### config.mk
export PLATFORM = sky130hd
export DESIGN_NAME = pwr_sequencer
export DESIGN_NICKNAME = d
export VERILOG_FILES = /design/src/rtl/seq_pkg.sv /design/src/rtl/seq_dpath.sv /design/src/rtl/seq_ctrl.sv /design/src/rtl/pwr_sequencer.sv
export SDC_FILE = /design/constraint.sdc
export NUM_CORES = 1
export LEC_CHECK = 0
export ABC_AREA = 0
export BUFFER_PORTS_ARGS = -buffer_cell sky130_fd_sc_hd__clkbuf_2
export CORE_AREA = 2 2 117 119
export DETAILED_ROUTE_END_ITERATION = 7
export DIE_AREA = 0 0 119 121
export SLEW_MARGIN = 30
export SYNTH_ARGS = -nofsm -noshare
export SYNTH_HDL_FRONTEND = slang
export SYNTH_SLANG_ARGS = --single-unit
export TNS_END_PERCENT = 30
### constraint.sdc
create_clock -name clk -period 7.3 [get_ports clk]
set_input_delay 0.365 -clock clk [delete_from_list [all_inputs] [get_ports clk]]
set_output_delay 0.365 -clock clk [all_outputs]
set_load 0.005 [all_outputs]
### src/rtl/seq_pkg.sv
package seq_pkg;
  localparam int SLOT_W = 3;
  localparam int STATE_W = 4;

  localparam logic [STATE_W-1:0] CODE_IDLE  = 4'd0;
  localparam logic [STATE_W-1:0] CODE_ON    = 4'd7;
  localparam logic [STATE_W-1:0] CODE_FAULT = 4'd8;

  typedef enum logic [2:0] {
    PH_IDLE,
    PH_UP,
    PH_ON,
    PH_DOWN,
    PH_FAULT
  } phase_e;

  // strobes from control to datapath
  typedef struct packed {
    logic              loadDly;
    logic [SLOT_W-1:0] dlyIdx;
    logic              setSlot;
    logic              clrSlot;
    logic [SLOT_W-1:0] slotIdx;
    logic              clrAll;
  } strobe_t;
endpackage

### src/rtl/seq_dpath.sv
module seq_dpath
  import seq_pkg::*;
#(
  parameter int NUM_CH    = 6,
  parameter int NUM_SLOTS = 7,
  parameter int EXP_W     = 4,
  parameter int MANT_W    = 4
) (
  input  logic                              clk,
  input  logic                              rstN,
  input  logic                              tick,
  input  strobe_t                           stb,
  input  logic [NUM_CH*SLOT_W-1:0]          slotMap,
  input  logic [NUM_SLOTS*(EXP_W+MANT_W)-1:0] delayCodes,
  output logic                              dlyDone,
  output logic [NUM_CH-1:0]                 chEn
);
  localparam int CODE_W = EXP_W + MANT_W;
  localparam int TERM_W = MANT_W + 1 + (2 ** EXP_W) - 1;

  // ---------------- delay timer ----------------
  logic [CODE_W-1:0] codeArr [NUM_SLOTS];
  logic [CODE_W-1:0] selCode;
  logic [TERM_W-1:0] termNext;
  logic [TERM_W-1:0] termReg;
  logic [TERM_W-1:0] cnt;
  logic              armed;

  for (genvar k = 0; k < NUM_SLOTS; k++) begin : g_code
    assign codeArr[k] = delayCodes[k*CODE_W +: CODE_W];
  end

  always_comb begin
    selCode = '0;
    for (int k = 0; k < NUM_SLOTS; k++) begin
      if (stb.dlyIdx == SLOT_W'(k)) selCode = codeArr[k];
    end
    // (16 + mantissa) shifted left by the exponent
    termNext = {{(TERM_W-MANT_W-1){1'b0}}, 1'b1, selCode[MANT_W-1:0]}
               << selCode[CODE_W-1 -: EXP_W];
  end

  assign dlyDone = armed && tick && (cnt == termReg - 1'b1);

  always_ff @(posedge clk) begin
    if (!rstN) begin
      termReg <= '0;
      cnt     <= '0;
      armed   <= 1'b0;
    end else if (stb.loadDly) begin
      termReg <= termNext;
      cnt     <= '0;
      armed   <= 1'b1;
    end else if (stb.clrAll || dlyDone) begin
      cnt   <= '0;
      armed <= 1'b0;
    end else if (armed && tick) begin
      cnt <= cnt + 1'b1;
    end
  end

  // counter never reaches the terminal count while armed
  p_cnt_bound_r3: assert property (@(posedge clk) disable iff (!rstN)
    armed |-> (cnt < termReg));

  // a fresh load always starts the count from zero
  p_load_restart_r3: assert property (@(posedge clk) disable iff (!rstN)
    stb.loadDly |=> (cnt == '0) && armed);

  // ---------------- channel enable bank ----------------
  for (genvar i = 0; i < NUM_CH; i++) begin : g_ch
    logic [SLOT_W-1:0] mySlot;
    logic              onReg;
    assign mySlot = slotMap[i*SLOT_W +: SLOT_W];

    always_ff @(posedge clk) begin
      if (!rstN)                                       onReg <= 1'b0;
      else if (stb.clrAll)                             onReg <= 1'b0;
      else if (stb.setSlot && mySlot == stb.slotIdx)   onReg <= 1'b1;
      else if (stb.clrSlot && mySlot == stb.slotIdx)   onReg <= 1'b0;
    end

    assign chEn[i] = onReg;
  end

  // a shutdown strobe leaves nothing on
  p_all_off_r6: assert property (@(posedge clk) disable iff (!rstN)
    stb.clrAll |=> (chEn == '0));

endmodule

### src/rtl/seq_ctrl.sv
module seq_ctrl
  import seq_pkg::*;
#(
  parameter int NUM_SLOTS = 7
) (
  input  logic               clk,
  input  logic               rstN,
  input  logic               enCmp,
  input  logic               swEn,
  input  logic               faultIn,
  input  logic               latchMode,
  input  logic               flagClr,
  input  logic               dlyDone,
  output strobe_t            stb,
  output logic [STATE_W-1:0] stateCode,
  output logic               enRstFlag
);
  localparam logic [SLOT_W-1:0] LAST_SLOT = SLOT_W'(NUM_SLOTS - 1);

  phase_e            phase, nPhase;
  logic [SLOT_W-1:0] slot, nSlot;
  logic              enable;
  logic              prevCmp, prevSw;
  logic              fallEdge, flagSet;

  assign enable   = enCmp && swEn;
  assign fallEdge = (prevCmp && !enCmp) || (prevSw && !swEn);
  assign flagSet  = (phase == PH_ON) && fallEdge;

  always_comb begin
    nPhase = phase;
    nSlot  = slot;
    stb    = '0;
    unique case (phase)
      PH_IDLE: begin
        if (enable) begin
          nPhase      = PH_UP;
          nSlot       = '0;
          stb.setSlot = 1'b1;
          stb.slotIdx = '0;
          stb.loadDly = 1'b1;
          stb.dlyIdx  = '0;
        end
      end
      PH_UP: begin
        if (faultIn) begin
          nPhase     = PH_FAULT;
          stb.clrAll = 1'b1;
        end else if (!enable) begin
          nPhase      = PH_DOWN;
          stb.clrSlot = 1'b1;
          stb.slotIdx = slot;
          stb.loadDly = (slot != '0);
          stb.dlyIdx  = slot - 1'b1;
        end else if (dlyDone) begin
          if (slot == LAST_SLOT) begin
            nPhase = PH_ON;
          end else begin
            nSlot       = slot + 1'b1;
            stb.setSlot = 1'b1;
            stb.slotIdx = slot + 1'b1;
            stb.loadDly = 1'b1;
            stb.dlyIdx  = slot + 1'b1;
          end
        end
      end
      PH_ON: begin
        if (faultIn) begin
          nPhase     = PH_FAULT;
          stb.clrAll = 1'b1;
        end else if (!enable) begin
          nPhase      = PH_DOWN;
          nSlot       = LAST_SLOT;
          stb.clrSlot = 1'b1;
          stb.slotIdx = LAST_SLOT;
          stb.loadDly = (LAST_SLOT != '0);
          stb.dlyIdx  = LAST_SLOT - 1'b1;
        end
      end
      PH_DOWN: begin
        if (slot == '0) begin
          if (enable) begin
            nPhase      = PH_UP;
            stb.setSlot = 1'b1;
            stb.slotIdx = '0;
            stb.loadDly = 1'b1;
            stb.dlyIdx  = '0;
          end else begin
            nPhase = PH_IDLE;
          end
        end else if (dlyDone) begin
          nSlot       = slot - 1'b1;
          stb.clrSlot = 1'b1;
          stb.slotIdx = slot - 1'b1;
          stb.loadDly = (slot != SLOT_W'(1));
          stb.dlyIdx  = slot - SLOT_W'(2);
        end
      end
      PH_FAULT: begin
        if (!faultIn && (!latchMode || !enable)) nPhase = PH_IDLE;
      end
      default: nPhase = PH_IDLE;
    endcase
  end

  always_ff @(posedge clk) begin
    if (!rstN) begin
      phase     <= PH_IDLE;
      slot      <= '0;
      prevCmp   <= 1'b0;
      prevSw    <= 1'b0;
      enRstFlag <= 1'b0;
    end else begin
      phase   <= nPhase;
      slot    <= nSlot;
      prevCmp <= enCmp;
      prevSw  <= swEn;
      if (flagSet)      enRstFlag <= 1'b1;
      else if (flagClr) enRstFlag <= 1'b0;
    end
  end

  always_comb begin
    unique case (phase)
      PH_UP, PH_DOWN: stateCode = {1'b0, slot};
      PH_ON:          stateCode = CODE_ON;
      PH_FAULT:       stateCode = CODE_FAULT;
      default:        stateCode = CODE_IDLE;
    endcase
  end

  // only the defined codes appear
  p_code_legal_r1: assert property (@(posedge clk) disable iff (!rstN)
    stateCode <= CODE_FAULT);

  // fault while powering up or running reaches the fault state
  p_fault_entry_r6: assert property (@(posedge clk) disable iff (!rstN)
    (faultIn && (phase == PH_UP || phase == PH_ON)) |=> (stateCode == CODE_FAULT));

  // finished power-down with enable back restarts at slot 0
  p_restart_r5: assert property (@(posedge clk) disable iff (!rstN)
    (phase == PH_DOWN && slot == '0 && enable) |=> (phase == PH_UP && slot == '0));

  // latch mode holds the fault state while still enabled
  p_latch_hold_r8: assert property (@(posedge clk) disable iff (!rstN)
    (phase == PH_FAULT && latchMode && enable) |=> (phase == PH_FAULT));

  // sticky flag only rises out of the monitoring state
  p_flag_source_r9: assert property (@(posedge clk) disable iff (!rstN)
    $rose(enRstFlag) |-> $past(phase == PH_ON));

  // clear outside monitoring always takes effect
  p_flag_clear_r10: assert property (@(posedge clk) disable iff (!rstN)
    (flagClr && phase != PH_ON) |=> !enRstFlag);

endmodule

### src/rtl/pwr_sequencer.sv
module pwr_sequencer
  import seq_pkg::*;
#(
  parameter int NUM_CH    = 6,
  parameter int NUM_SLOTS = 7,
  parameter int EXP_W     = 4,
  parameter int MANT_W    = 4
) (
  input  logic                                clk,
  input  logic                                rstN,
  input  logic                                tick,
  input  logic                                enCmp,
  input  logic                                swEn,
  input  logic                                faultIn,
  input  logic                                latchMode,
  input  logic                                flagClr,
  input  logic [NUM_CH*SLOT_W-1:0]            slotMap,
  input  logic [NUM_SLOTS*(EXP_W+MANT_W)-1:0] delayCodes,
  output logic [NUM_CH-1:0]                   chEn,
  output logic [STATE_W-1:0]                  stateCode,
  output logic                                enRstFlag
);
  strobe_t stb;
  logic    dlyDone;

  seq_ctrl #(
    .NUM_SLOTS (NUM_SLOTS)
  ) u_ctrl (
    .clk       (clk),
    .rstN      (rstN),
    .enCmp     (enCmp),
    .swEn      (swEn),
    .faultIn   (faultIn),
    .latchMode (latchMode),
    .flagClr   (flagClr),
    .dlyDone   (dlyDone),
    .stb       (stb),
    .stateCode (stateCode),
    .enRstFlag (enRstFlag)
  );

  seq_dpath #(
    .NUM_CH    (NUM_CH),
    .NUM_SLOTS (NUM_SLOTS),
    .EXP_W     (EXP_W),
    .MANT_W    (MANT_W)
  ) u_dpath (
    .clk        (clk),
    .rstN       (rstN),
    .tick       (tick),
    .stb        (stb),
    .slotMap    (slotMap),
    .delayCodes (delayCodes),
    .dlyDone    (dlyDone),
    .chEn       (chEn)
  );
endmodule

==> reports/qor.csv <==
stage;metric;value;unit
run_status;outcome;complete, no violations;
worst_setup_path;crit_top_cell;mux2i_1;
yosys;async_reset_ff_frac;0;
sta;hold_violations;0;
yosys;syn_area;0.00455;sq mm
pwr;p_switching;0.564;mW
worst_setup_path;crit_type;reg2reg;
yosys;synth_ff_type;dfxtp_1;
detailed_routing;dr.pass1.iters;5;
pwr;pwr-share-comb;0.510;
yosys;synth-seq-cells;56;
grt;grt.overflow.total;0;
cts;cts_tree;yes;
pwr;p_total;1.28;mW
worst_setup_path;critPathArrivalTime;5110;ps
placed_design;place_hpwl;10000;um
finish;areaGrowthSynthToFinish;14.5;%
detailed_routing;first_iter_violations;300;
pwr;netSwitchingFraction;0.442;
floorplanning;die_w;119;um
finish;drive_gt1_frac;0.214;
cts;clk_pin_slew_worst_paths;80;ps
cts;cts_hold_buf;0;
detailed_routing;wire_per_inst;15.5;um
min_path;hp-class;in2reg;
grt;grt_max_degree;27;
sta;fin_crit_sh;0.672;
placed_design;dpl.cell_count;808;
worst_setup_path;crit_slowest_cell;a31o_2;
grt;antenna_found_initial;0;
pwr;ir_drop;0.108;mV
worst_setup_path;cp_cell_sequence;inv_1, ha_1, nor3b_2, nand4_2, or4_1, a22o_1, nor3_4, a31o_2, mux2_2, a221oi_1, a21oi_2, mux2i_1, mux2i_1, o22ai_1;
placed_design;place_area;0.00505;sq mm
cts;clk_latency;300;ps
sta;fmax;0.204;GHz
sta;fin_crit;4910;ps
floorplanning;die_area;0.0144;sq mm
sta;tightest_slew;790;ps
floorplanning;initial_core_util;0.347;
detailed_routing;via_count;4473;
placed_design;pre_cts_ws;2150;ps
yosys;synthCells;577;
finish;antenna_cells;0;
cts;ctsRootBufferMaster;clkbuf_16;
sta;worst_slack;2390;ps
floorplanning;num_io_pins;93;
grt;grt_pass1_vias;4319;
detailed_routing;viasPerCell;5.48;
worst_setup_path;critPathLaunchType;flip-flop;
grt;grt_pass1_wl;21400;um
pwr;leakagePower;1.98;nW
sta;rsz0062_at_grt;no;
worst_setup_path;worst-path-max-fanout;26;
detailed_routing;drc_errors;0;
pwr;power_density;245;mW/mm^2
yosys;synth-edff-count;0;
finish;fillers;1348;
placed_design;port_buffers;92;
cts;ctsResizeCount;0;
cts;htreeDepth;2;
yosys;yosys.cell_types.count;81;
detailed_routing;wl;12600;um
sta;setup_tns;0;ps
cts;cts_setup_buffers;0;
yosys;syn_nets;666;
pwr;power.share.sequential;0.297;
worst_setup_path;max_stage_delay;650;ps
pwr;p_int;0.713;mW
floorplanning;rows;42;
job;timing.max_cap.violations;0;
finish;layout_commonest_cell;clkbuf_2;
yosys;ys_warn_count;0;
cts;clock_tree.buffer_depth;2;
sta;setup_viol;0;
yosys;syn_area_per_cell;7.88;sq um
sta;whs;320;ps
placed_design;place_congestion;0.921;
worst_setup_path;worstPathRequired;7510;ps
floorplanning;core_area;0.0131;sq mm
pwr;clkPwrFrac;0.193;
floorplanning;die_y;121;um
sta;slew_viol_final;0;
sta;skew;6.67;ps
finish;final_area;0.00520;sq mm
finish;final_util;0.398;
cts;clock-sinks;56;
detailed_routing;antenna_left;0;
worst_setup_path;critPathCaptureType;flip-flop;
yosys;synth_seq_area_share;0.247;
finish;fin_nets;728;
grt;grt.total_usage;0.179;
finish;final_cells;816;
finish;final_cell_mix;clkbuf_2, nor2_1, dfxtp_1, nand2_1, xor2_1;
sta;max_slew_margin;0.473;
cts;cts_buffers;5;
==> metal layers <==
| metal | track usage | share of wire | vias up |
|---|---|---|---|
| met5 | 0 | 0 | - |
| met4 | 0.0491 | 0.014 | 0 |
| met3 | 0.0263 | 0.056 | 15 |
| met2 | 0.291 | 0.45 | 152 |
| met1 | 0.249 | 0.48 | 2062 |
| li1 | - | - | 2244 |
==> worst max-delay path: cells and delay by family (launching register included) <==
family | cells | cell delay, ps
AO/OA/AOI/OAI | 5 | 1600
adder cells (fa/ha/maj) | 1 | 220
buffers and inverters | 1 | 90
flip-flops | 1 | 390
multiplexers | 3 | 1050
AND/OR/NAND/NOR | 4 | 1450
==> synth_stat cells (all sizes together), types with 4 or more instances <==
library cell,instances,area (sq um)
a211oi,6,45.0
a21oi,21,120
a221oi,9,115
a22oi,7,52.6
a31o,4,35.0
a31oi,13,87.6
a32oi,4,35.0
and2,9,58.8
and3,8,50.1
buf,14,106
clkbuf,25,93.8
dfxtp,56,1120
ha,7,87.6
inv,12,45.0
mux2,5,56.3
mux2i,21,214
nand2,49,184
nand2b,5,31.3
nand3,27,140
nand4,13,87.6
nor2,69,264
nor3,17,101
nor4,7,80.1
o211ai,15,118
o21a,5,37.5
o21ai,26,130
o221ai,4,35.0
o22ai,6,37.5
o31ai,4,30.0
or3,5,31.3
xnor2,25,219
xor2,39,342
==> layout make-up <==
cell class	count	area (sq um)	area share
clock inverters	3	23.8	0.00457
multi-input cells	469	3190	0.613
clock buffers	5	125	0.0240
inverters	13	48.8	0.00938
repair buffers	94	475	0.0913
well taps	176	220	0.0423
flip-flops and latches	56	1120	0.215
==> worst paths after layout <==
path	slack, ps	depth (start not counted)	end	from
max	2390	14	u_dpath.termReg[11]	u_dpath.termReg[0]
min	320	3	u_ctrl.prevSw	swEn
max reg2reg	2390	14	u_dpath.termReg[11]	u_dpath.termReg[0]
min reg2reg	480	2	u_dpath.armed	u_dpath.armed
==> power groups by stage <==
| stage | clock network, mW | registers [mW] | logic, mW |
|---|---|---|---|
| finish | 0.246 | 0.380 | 0.651 |
| global route | 0.265 | 0.387 | 0.721 |
| CTS | 0.249 | 0.379 | 0.648 |
| detailed placement | 0 | 0.386 | 0.644 |
| global placement | 0 | 0.385 | 0.635 |
| floorplan | 0 | 0.353 | 0.531 |
==> kinds of logic (layout without fill, tap and decap cells) <==
family | Yosys count | count (layout) | synth area share
compound gates | 144 | 144 | 0.234
xor+xnor | 64 | 64 | 0.123
fa+ha+maj | 7 | 7 | 0.0193
buf+inv | 52 | 115 | 0.0548
flops | 56 | 56 | 0.247
mux | 26 | 26 | 0.0594
simple gates | 228 | 228 | 0.263
==> state kept, by name (all words and copies together) (netlist names) <==
name and flops:
u_dpath.termReg 20, u_dpath.armed 1, u_ctrl.prevSw 1, u_ctrl.phase 3, u_ctrl.enRstFlag 1, u_ctrl.prevCmp 1
u_dpath.g_ch.onReg 6, u_ctrl.slot 3, u_dpath.cnt 20
Power figures use the tool's default switching activity.
